<file path="src/rtl/vpr_pkg.sv">
package vpr_pkg;
  localparam int VEC_W   = 8;
  localparam int CLASS_W = 4;
  localparam int MIN_VEC = 16;
  typedef logic [VEC_W-1:0] vec_t;
endpackage

</file>
<file path="src/rtl/vpr_hi_scan.sv">
module vpr_hi_scan #(
  parameter int NUM_VEC = 256,
  parameter int WORD_W  = 32,
  parameter int VEC_W   = 8
) (
  input  logic [NUM_VEC-1:0] bits,
  output logic               found,
  output logic [VEC_W-1:0]   idx
);
  localparam int NUM_WORDS = NUM_VEC / WORD_W;
  localparam int POS_W     = $clog2(WORD_W);

  logic [NUM_WORDS-1:0] word_any;
  logic [POS_W-1:0]     word_pos [NUM_WORDS];

  // per-word priority encoder
  for (genvar w = 0; w < NUM_WORDS; w++) begin : g_word
    logic [WORD_W-1:0] slice;
    assign slice       = bits[w*WORD_W +: WORD_W];
    assign word_any[w] = |slice;
    always_comb begin
      word_pos[w] = '0;
      for (int b = 0; b < WORD_W; b++) begin
        if (slice[b]) word_pos[w] = POS_W'(b);
      end
    end
  end

  // word select: the highest non-empty word wins
  always_comb begin
    found = 1'b0;
    idx   = '0;
    for (int w = 0; w < NUM_WORDS; w++) begin
      if (word_any[w]) begin
        found = 1'b1;
        idx   = VEC_W'((w << POS_W) | int'(word_pos[w]));
      end
    end
  end
endmodule

</file>
<file path="src/rtl/vpr_prio_calc.sv">
module vpr_prio_calc #(
  parameter int VEC_W   = 8,
  parameter int CLASS_W = 4
) (
  input  logic             enable,
  input  logic [VEC_W-1:0] tpr,
  input  logic             isr_found,
  input  logic [VEC_W-1:0] isr_top,
  input  logic             irr_found,
  input  logic [VEC_W-1:0] irr_top,
  output logic [VEC_W-1:0] ppr,
  output logic             deliver
);
  localparam int LO = VEC_W - CLASS_W;

  logic [VEC_W-1:0]   isr_val;
  logic [CLASS_W-1:0] tpr_cls;
  logic [CLASS_W-1:0] isr_cls;
  logic [VEC_W-1:0]   irr_floor;

  assign isr_val   = isr_found ? isr_top : '0;
  assign tpr_cls   = tpr[VEC_W-1:LO];
  assign isr_cls   = isr_val[VEC_W-1:LO];
  assign irr_floor = {irr_top[VEC_W-1:LO], {LO{1'b0}}};

  always_comb begin
    if (tpr_cls >= isr_cls) ppr = tpr;
    else                    ppr = {isr_cls, {LO{1'b0}}};
  end

  assign deliver = enable && irr_found && (irr_floor > ppr);
endmodule

</file>
<file path="src/rtl/vpr_bitmap_reg.sv">
module vpr_bitmap_reg #(
  parameter int NUM_VEC = 256,
  parameter int WORD_W  = 32
) (
  input  logic               clk,
  input  logic               rst_n,
  input  logic [NUM_VEC-1:0] set_mask,
  input  logic [NUM_VEC-1:0] clr_mask,
  output logic [NUM_VEC-1:0] q
);
  localparam int NUM_WORDS = NUM_VEC / WORD_W;

  // set wins over clear so a fresh arrival survives a same-cycle retire
  for (genvar w = 0; w < NUM_WORDS; w++) begin : g_word
    always_ff @(posedge clk) begin
      if (!rst_n) q[w*WORD_W +: WORD_W] <= '0;
      else q[w*WORD_W +: WORD_W] <= (q[w*WORD_W +: WORD_W] & ~clr_mask[w*WORD_W +: WORD_W])
                                    | set_mask[w*WORD_W +: WORD_W];
    end
  end
endmodule

</file>
<file path="src/rtl/vpr_resolver.sv">
module vpr_resolver
  import vpr_pkg::*;
#(
  parameter int WORD_W = 32
) (
  input  logic             clk,
  input  logic             rst_n,
  input  logic             ctl_enable,
  input  logic             eoi_bcast_off,
  input  logic             tpr_wr,
  input  logic [VEC_W-1:0] tpr_wdata,
  input  logic             req_valid,
  output logic             req_ready,
  input  logic [VEC_W-1:0] req_vector,
  input  logic             req_level,
  output logic             req_dup,
  output logic             irq_valid,
  output logic [VEC_W-1:0] irq_vector,
  input  logic             irq_ack,
  input  logic             eoi_wr,
  output logic             eoi_out_valid,
  output logic [VEC_W-1:0] eoi_out_vector,
  output logic [VEC_W-1:0] ppr
);
  localparam int NUM_VEC = 1 << VEC_W;

  logic [NUM_VEC-1:0] irr_q, isr_q, tmr_q;
  logic [NUM_VEC-1:0] irr_set, irr_clr, isr_set, isr_clr, tmr_set, tmr_clr;
  logic [NUM_VEC-1:0] req_oh, ack_oh, eoi_oh;
  logic [VEC_W-1:0]   tpr_q;
  logic               irr_found, isr_found;
  logic [VEC_W-1:0]   irr_top, isr_top;
  logic               req_ok, ack_fire, eoi_fire;
  logic               dup_q, bcast_q;
  logic [VEC_W-1:0]   bcast_vec_q;

  assign req_ready = 1'b1;

  vpr_hi_scan #(.NUM_VEC(NUM_VEC), .WORD_W(WORD_W), .VEC_W(VEC_W)) u_irr_scan (
    .bits(irr_q), .found(irr_found), .idx(irr_top));

  vpr_hi_scan #(.NUM_VEC(NUM_VEC), .WORD_W(WORD_W), .VEC_W(VEC_W)) u_isr_scan (
    .bits(isr_q), .found(isr_found), .idx(isr_top));

  vpr_prio_calc #(.VEC_W(VEC_W), .CLASS_W(CLASS_W)) u_prio (
    .enable(ctl_enable), .tpr(tpr_q),
    .isr_found(isr_found), .isr_top(isr_top),
    .irr_found(irr_found), .irr_top(irr_top),
    .ppr(ppr), .deliver(irq_valid));

  assign irq_vector = irr_top;

  // event qualification, all from pre-update state
  assign req_ok   = req_valid && req_ready && ctl_enable && (req_vector >= VEC_W'(MIN_VEC));
  assign ack_fire = irq_ack && irq_valid;
  assign eoi_fire = eoi_wr && isr_found;

  assign req_oh = NUM_VEC'(1) << req_vector;
  assign ack_oh = NUM_VEC'(1) << irr_top;
  assign eoi_oh = NUM_VEC'(1) << isr_top;

  assign irr_set = req_ok   ? req_oh : '0;
  assign irr_clr = ack_fire ? ack_oh : '0;
  assign isr_set = ack_fire ? ack_oh : '0;
  assign isr_clr = eoi_fire ? eoi_oh : '0;
  assign tmr_set = (req_ok && req_level) ? req_oh : '0;
  assign tmr_clr = ((req_ok && !req_level) ? req_oh : '0) | (eoi_fire ? eoi_oh : '0);

  vpr_bitmap_reg #(.NUM_VEC(NUM_VEC), .WORD_W(WORD_W)) u_irr (
    .clk(clk), .rst_n(rst_n), .set_mask(irr_set), .clr_mask(irr_clr), .q(irr_q));

  vpr_bitmap_reg #(.NUM_VEC(NUM_VEC), .WORD_W(WORD_W)) u_isr (
    .clk(clk), .rst_n(rst_n), .set_mask(isr_set), .clr_mask(isr_clr), .q(isr_q));

  vpr_bitmap_reg #(.NUM_VEC(NUM_VEC), .WORD_W(WORD_W)) u_tmr (
    .clk(clk), .rst_n(rst_n), .set_mask(tmr_set), .clr_mask(tmr_clr), .q(tmr_q));

  always_ff @(posedge clk) begin
    if (!rst_n) begin
      tpr_q       <= '0;
      dup_q       <= 1'b0;
      bcast_q     <= 1'b0;
      bcast_vec_q <= '0;
    end else begin
      if (tpr_wr) tpr_q <= tpr_wdata;
      dup_q   <= req_ok && irr_q[req_vector] && !(ack_fire && (irr_top == req_vector));
      bcast_q <= eoi_fire && tmr_q[isr_top] && !eoi_bcast_off;
      if (eoi_fire) bcast_vec_q <= isr_top;
    end
  end

  assign req_dup        = dup_q;
  assign eoi_out_valid  = bcast_q;
  assign eoi_out_vector = bcast_vec_q;
endmodule

</file>
<file path="config.mk">
export PLATFORM = sky130hd
export DESIGN_NAME = vpr_resolver
export DESIGN_NICKNAME = d
export VERILOG_FILES = /design/src/rtl/vpr_pkg.sv /design/src/rtl/vpr_hi_scan.sv /design/src/rtl/vpr_prio_calc.sv /design/src/rtl/vpr_bitmap_reg.sv /design/src/rtl/vpr_resolver.sv
export SDC_FILE = /design/constraint.sdc
export NUM_CORES = 2
export LEC_CHECK = 0
export ABC_AREA = 0
export BUFFER_PORTS_ARGS = -buffer_cell sky130_fd_sc_hd__buf_4
export CORE_MARGIN = 8
export CORE_UTILIZATION = 38
export CTS_BUF_LIST = sky130_fd_sc_hd__clkbuf_8
export DETAILED_ROUTE_END_ITERATION = 8
export GPL_TIMING_DRIVEN = 0
export HOLD_SLACK_MARGIN = 0.06
export PLACE_DENSITY = 0.54
export SKIP_LAST_GASP = 1
export SYNTH_ARGS = -nofsm -noshare
export SYNTH_HDL_FRONTEND = slang
export SYNTH_SLANG_ARGS = --single-unit
</file>
<file path="constraint.sdc">
create_clock -name clk -period 6.9 [get_ports clk]
set_clock_uncertainty 0.15 [all_clocks]
set_input_delay 0.345 -clock clk [delete_from_list [all_inputs] [get_ports clk]]
set_output_delay 0.345 -clock clk [all_outputs]
set_load 0.05 [all_outputs]
</file>
### Word level (Yosys, flattened, before mapping)

Index checks and enable logic that the tools add are counted.

| cells by class | value |
|---|---|
| $lt $le $gt $ge | 5 |
| equality and inequality tests | 1 |
| shifts and indexed selects | 3 |
| multiplexer cells | 539 |
| bitwise logic cells | 73 |
| reduce and logical (&&, ||, !) cells | 32 |

Operators with widths:

| operator | count |
|---|---|
| $mux W5 | 286 |
| $mux W256 | 5 |
| $and A32 B32 Y32 | 24 |
| $not A32 Y32 | 24 |
| $or A32 B32 Y32 | 24 |
| $shl A1 B8 Y256 const A | 3 |
| $reduce_or A32 Y1 | 16 |
| $mux W4 | 112 |
| $or A256 B256 Y256 | 1 |
| $mux W3 | 56 |
| $mux W8 | 10 |
| $mux W2 | 28 |
| $mux W1 | 34 |
| $mux W7 | 4 |
| $lt A8 B9 Y1 const B | 2 |
| $bmux W1 S8 | 2 |
| $logic_and A1 B1 Y1 | 13 |
| $mux W6 | 2 |
| $eq A8 B8 Y1 | 1 |
| $ge A8 B5 Y1 const B | 1 |
| $gt A8 B8 Y1 | 1 |
| $ge A4 B4 Y1 | 1 |
| $logic_not A1 Y1 | 3 |

| word-level totals | value |
|---|---|
| flip-flop bits (word level) | 786 |
| bits of input ports | 25 |
| output and inout bits | 28 |

### Logic depth before layout (Yosys ltp)

| depth | value |
|---|---|
| depth in word-level cells | 49 |
| mapped depth | 27 |
| mapped depth without buffers | 27 |

### Cells and area by module

From an unflattened synthesis, not the netlist that was laid out.

| second synthesis, totals | value |
|---|---|
| cell total of the unflattened synthesis | 5,624 |
| area, all modules | 45,154.6 µm² |

By module, submodules not included:

| module | times used | cells each | area each (µm²) | sequential area each (µm²) |
|---|---|---|---|---|
| vpr_bitmap_reg | 3 | 796 | 8,848.5 | 5,124.9 |
| vpr_resolver | 1 | 2,112 | 12,101.6 | 360.3 |
| vpr_hi_scan | 2 | 540 | 3,101.7 | 0.0 |
| vpr_prio_calc | 1 | 44 | 304.0 | 0.0 |

### Least setup slack after synthesis

OpenSTA, ideal clock, no wires.

| path | value |
|---|---|
| path kind | reg2reg |
| from | register u_isr.q[36] |
| to | register u_irr.q[64] |
| setup time | 134 ps |
| arrival | 6,939 ps |
| path slack | -323 ps |
| cell stages (with the launch flop) | 27 |
| buffers on the path | 1 |
| period minus slack after synthesis | 7,223 ps |
| cell sequence | dfxtp_1 nor4_1 nand2_1 or3_1 a211oi_1 nor4_1 o21ai_1 clkbuf_1 ha_1 nand2b_1 a21o_1 a21o_1 a21oi_1 nor2_1 a21o_1 ha_1 a21o_1 a21oi_1 nor2b_1 o21ai_0 a211oi_1 nand2_1 or3_1 or2_1 nand2b_1 nor2_1 a31oi_1 |

| on the way | value |
|---|---|
| cells in the longest elaborated chain, start to end | 18 |
| elaborated cells between the ends (all ways) | 25 |

RTL lines:

| what | line | text |
|---|---|---|
| start: declaration | vpr_bitmap_reg.sv:9 | `output logic [NUM_VEC-1:0] q` |
| start signal: indexed assignment | vpr_bitmap_reg.sv:17 | `else q[w*WORD_W +: WORD_W] <= (q[w*WORD_W +: WORD_W] & ~clr_mask[w*WORD_W +: WORD_W])` |
| $reduce_or A32 Y1 * | vpr_hi_scan.sv:20 | `assign word_any[w] = \|slice;` |
| $mux W6 / $mux W1 (equally long branches) | vpr_hi_scan.sv:34 | `if (word_any[w]) begin` |
| $mux W7 / $mux W1 (equally long branches) (2 in series) | vpr_hi_scan.sv:34 |  |
| $mux W8 / $mux W1 (equally long branches) (4 in series) | vpr_hi_scan.sv:34 |  |
| $mux W8 * | vpr_prio_calc.sv:21 | `assign isr_val = isr_found ? isr_top : '0;` |
| $ge A4 B4 Y1 | vpr_prio_calc.sv:27 | `if (tpr_cls >= isr_cls) ppr = tpr;` |
| $mux W8 * | vpr_prio_calc.sv:27 |  |
| $gt A8 B8 Y1 * | vpr_prio_calc.sv:31 | `assign deliver = enable && irr_found && (irr_floor > ppr);` |
| $logic_and A1 B1 Y1 * | vpr_prio_calc.sv:31 |  |
| named net irq_valid | vpr_resolver.sv:17 | `output logic irq_valid,` |
| $logic_and A1 B1 Y1 * | vpr_resolver.sv:55 | `assign ack_fire = irq_ack && irq_valid;` |
| $mux W256 * | vpr_resolver.sv:63 | `assign irr_clr = ack_fire ? ack_oh : '0;` |
| $not A32 Y32 * | vpr_bitmap_reg.sv:17 |  |
| $and A32 B32 Y32 * | vpr_bitmap_reg.sv:17 |  |
| $or A32 B32 Y32 * | vpr_bitmap_reg.sv:18 | `\| set_mask[w*WORD_W +: WORD_W];` |
| end signal: indexed assignment | vpr_bitmap_reg.sv:17 |  |
| end: declaration | vpr_bitmap_reg.sv:9 |  |

Mark *: on every way through the listed nets, which the timed path passes. The rest lies on a longest branch.
A chain may end at the register's enable or synchronous reset.

### Worst setup path after layout

| path | value |
|---|---|
| from | register u_isr.q[209] |
| to | register u_tmr.q[18] |

| on the way | value |
|---|---|
| cells in the longest elaborated chain, start to end | 23 |
| elaborated cells between the ends (all ways) | 27 |

RTL lines:

| what | line | text |
|---|---|---|
| $mux W5 (15 in series) | vpr_hi_scan.sv:24 | `if (slice[b]) word_pos[w] = POS_W'(b);` |
| $mux W8 (2 in series) | vpr_hi_scan.sv:34 |  |
| $shl A1 B8 Y256 | vpr_resolver.sv:60 | `assign eoi_oh = NUM_VEC'(1) << isr_top;` |
| $mux W256 * | vpr_resolver.sv:67 | `assign tmr_clr = ((req_ok && !req_level) ? req_oh : '0) \| (eoi_fire ? eoi_oh : '0);` |
| $or A256 B256 Y256 * | vpr_resolver.sv:67 |  |
| $not A32 Y32 * | vpr_bitmap_reg.sv:17 |  |
| $and A32 B32 Y32 * | vpr_bitmap_reg.sv:17 |  |
| $or A32 B32 Y32 * | vpr_bitmap_reg.sv:18 |  |
| end signal: indexed assignment | vpr_bitmap_reg.sv:17 |  |
| end: declaration | vpr_bitmap_reg.sv:9 |  |

Every way passes the cells marked *; elsewhere a longest branch is shown, timed or not.

==> metrics.md <==
| Metric | Value |
|---|---|
| Status | `finished with violations` |
| Failing checks | `capacitance limit, slew limit, setup timing` |
| Synth top area cells | `dfxtp_1, nand2_1, o21ai_0` |
| Nets@finish | `5,817` |
| Count leader, synth | `nand2_1` |
| WP data required | `7.47 ns` |
| Core Box Area | `0.110 sq mm` |
| Tcrit/Tclk final | `1.07` |
| 1st-iter DRT viols | `9,307` |
| Clk sinks | `786` |
| Final setup viols | `190` |
| Post-synthesis register bit count | `786` |
| Register area share after synthesis | `0.374` |
| Layout Cells excl Fill | `7,408` |
| Synth warn | `0` |
| Dpl cell area | `0.0447 sq mm` |
| Latest clock arrival within the worst-skew pair | `0.93 ns` |
| Site row count | `122` |
| Leakage | `16.2 nW` |
| Inst Count DP | `7,053` |
| Mean Syn Cell Area | `7.65 sq um` |
| Die area | `0.122 sq mm` |
| Post-synth EDFFs | `0` |
| Crit Path Max Fanout | `10` |
| First-pass GRT wire length | `401,000 um` |
| Die W | `349 um` |
| Layout cells sized above 1 | `0.119` |
| Top post-synthesis cells by count | `nand2_1, dfxtp_1, nor2_1, o21ai_0, a21oi_1` |
| Longest Clk Path Bufs | `3` |
| Fin util | `0.446` |
| Final Worst Setup Slack | `-0.486 ns` |
| Post-detail-place hpwl | `225,000 um` |
| Critical path's slowest cell | `nor2_1` |
| Setup TNS | `-29.81 ns` |
| DR vias | `51,700` |
| Post-layout min period | `7.39 ns` |
| Synth cell types | `96` |
| Hold Crit Class | `in2reg` |
| RSZ-0062 raised after global routing | `true` |
| Maxcap violations | `18` |
| Root Driver | `clkbuf_8` |
| IO Count | `53` |
| Post-Syn Instances | `5,501` |
| Initial Utilization | `0.382` |
| CP top delay family | `simple AND/OR/NAND/NOR gates` |
| Clock slew at reported path FFs | `0.06 ns` |
| Crit path DAT | `7.96 ns` |
| Die H | `349 um` |
| Via/cell ratio | `6.98` |
| CP Capture Type | `flop` |
| Pwr Density | `215 mW/mm^2` |
| Initial antenna violation count | `46` |
| Final slew viol count | `138` |
| DR pass1 iterations | `9` |
| Synthesized net count | `5,534` |
| Total CTS buffers | `149` |
| Wirelength, routed | `302,000 um` |
| Synthesized area | `0.0421 sq mm` |
| Port bufs | `42` |
| Maximum VDD drop | `0.000176 V` |
| Antenna viol nets, final | `0` |
| Cell taking the most area after synthesis | `dfxtp_1` |
| Final Instance Area | `0.0491 sq mm` |
| Overflow after GRT | `0` |
| Ys async rst share | `0` |
| Wire length per cell | `40.7 um` |
| Crit-path max cell delay | `1.19 ns` |
| CP Class | `reg2reg` |
| All-Layer GR Usage | `0.475` |
| Vias in the first global route | `46,900` |
| Share of the synthesized area in the top cell type | `0.374` |
| CP Launch Type | `flop` |
| Crit-path cells | `or4_1 -> nand4b_4 -> nor2_4 -> o31ai_1 -> a2bb2oi_1 -> or2_1 -> nor2_4 -> buf_2 -> buf_4 -> buf_2 -> nand2_1 -> nor2_1 -> nand2_1 -> nand3_1 -> a21oi_1` |
| Predominant post-synthesis flop cell | `dfxtp_1` |
| FMAX | `135 MHz` |
| Final Hold Viols | `0` |
| Crit path buffers/inverters | `3` |
| P&R area growth vs syn | `16.7%` |
| Pre-CTS setup slack | `-4.33 ns` |
| GPL Wtd Cong | `1.13` |
| H-tree level count | `4` |
| CTS tree | `built` |
| Largest net degree at the start of global routing | `17` |
| Worst-Margin Slew | `1.82 ns` |
| Slew margin rel. | `-0.213` |
| DRC viols | `0` |
worst paths after layout:
check                               start                      to  slack (ns)  depth (start not counted)
setup / recovery  u_isr.q[209]$_SDFF_PN0_  u_tmr.q[18]$_SDFF_PN0_       -0.49                         15
hold / removal              req_vector[6]      req_dup$_SDFF_PN0_        0.19                          4
setup reg to reg  u_isr.q[209]$_SDFF_PN0_  u_tmr.q[18]$_SDFF_PN0_       -0.49                         15
hold reg to reg     u_tmr.q[3]$_SDFF_PN0_   u_tmr.q[3]$_SDFF_PN0_        0.28                          2
layer usage:
metal,part of all wire,global-route usage,routed length [um]
met1,0.36,0.572,110000
met2,0.39,0.650,118000
met3,0.14,0.203,43100
met4,0.10,0.389,30800
met5,0.0012,0.0144,375
sequential cells by signal (all words and copies together), names as in the netlist:
name            cells
u_irr.q           256
u_tmr.q           256
tpr_q               8
req_dup             1
u_isr.q           256
eoi_out_vector      8
eoi_out_valid       1
worst register-to-register path: stages, from the launching register on:
cell and delay (ns):
dfxtp_1 0.41, or4_1 0.25, nand4b_4 0.19, nor2_4 0.08, o31ai_1 0.87, a2bb2oi_1 0.46, or2_1 0.46, nor2_4 0.40
buf_2 0.52, buf_4 0.48, buf_2 0.67, nand2_1 0.25, nor2_1 1.19, nand2_1 0.48, nand3_1 0.22, a21oi_1 0.08
repair_timing:
item,CTS,global route
hold buffers,23,0
buffers inserted,40,7
gates resized for setup,93,62
pin swaps,21,9
hold endpoints to repair,103,0
endpoints found under the setup margin,662,482
where the power goes:
part / switching (mW) / leakage [nW] / internal (mW)
Sequential: 0.00576 / 6.33 / 4.54
Combinational: 1.06 / 8.19 / 0.204
Clock: 2.34 / 1.66 / 2.41
Total: 3.41 / 16.2 / 7.16
logic make-up (layout without fill, tap and decap cells):
group           count (synthesis)  in the layout  share of synthesized area
xor+xnor                        7              7                    0.00146
buf+inv                       489            875                     0.0460
other cells                     1             34                  0.0000891
fa+ha+maj                       8              8                    0.00238
simple gates                 2208           2208                      0.236
mux                           176            176                     0.0669
compound gates               1826           1826                      0.273
flops                         786            786                      0.374
cell usage in the layout, fill, tap and decap left out, types with 13 or more instances in the layout:
cell           instances
nand4_1               39
clkbuf_2              29
a32o_1                51
clkbuf_8             185
or4_1                 28
dfxtp_1              786
o21ai_0              507
inv_1                143
a31oi_1              239
buf_4                 90
mux2_2                13
nand3_1              208
a211oi_1              38
nor2_2                29
nand2_1              861
o211ai_1             302
nand2b_1              52
o21bai_1              31
o221ai_1              33
diode_2               33
a32oi_1               15
buf_1                 23
o31ai_1               51
or2_2                 22
nor2b_1               41
nor4_2                38
nor3_1                69
a21oi_1              392
buf_2                 52
nor2_1               598
dlygate4sd3_1         23
mux4_2                83
clkbuf_1             266
nor4_1               103
mux2i_1               80
layout make-up:
type                       count  area, sq um
antenna                       33         82.6
buffer                       386         1650
clock buffer                 185         2550
clock inverter                69          357
fill                       11700        61100
inverter                     101          385
multi-input combinational   4226        25200
sequential                   786        15700
tap                         1488         1860
timing repair buffer         134         1320
metrics by stage:
stage | total power, mW | hold WS [ns]
2_1_floorplan | 5.11 | 0.261
3_3_place_gp | 5.74 | 0.269
3_5_place_dp | 5.75 | 0.272
4_1_cts | 10.4 | 0.113
5_1_grt | 10.7 | 0.187
6_report | 10.6 | 0.193
Power figures use the tool's default switching activity.
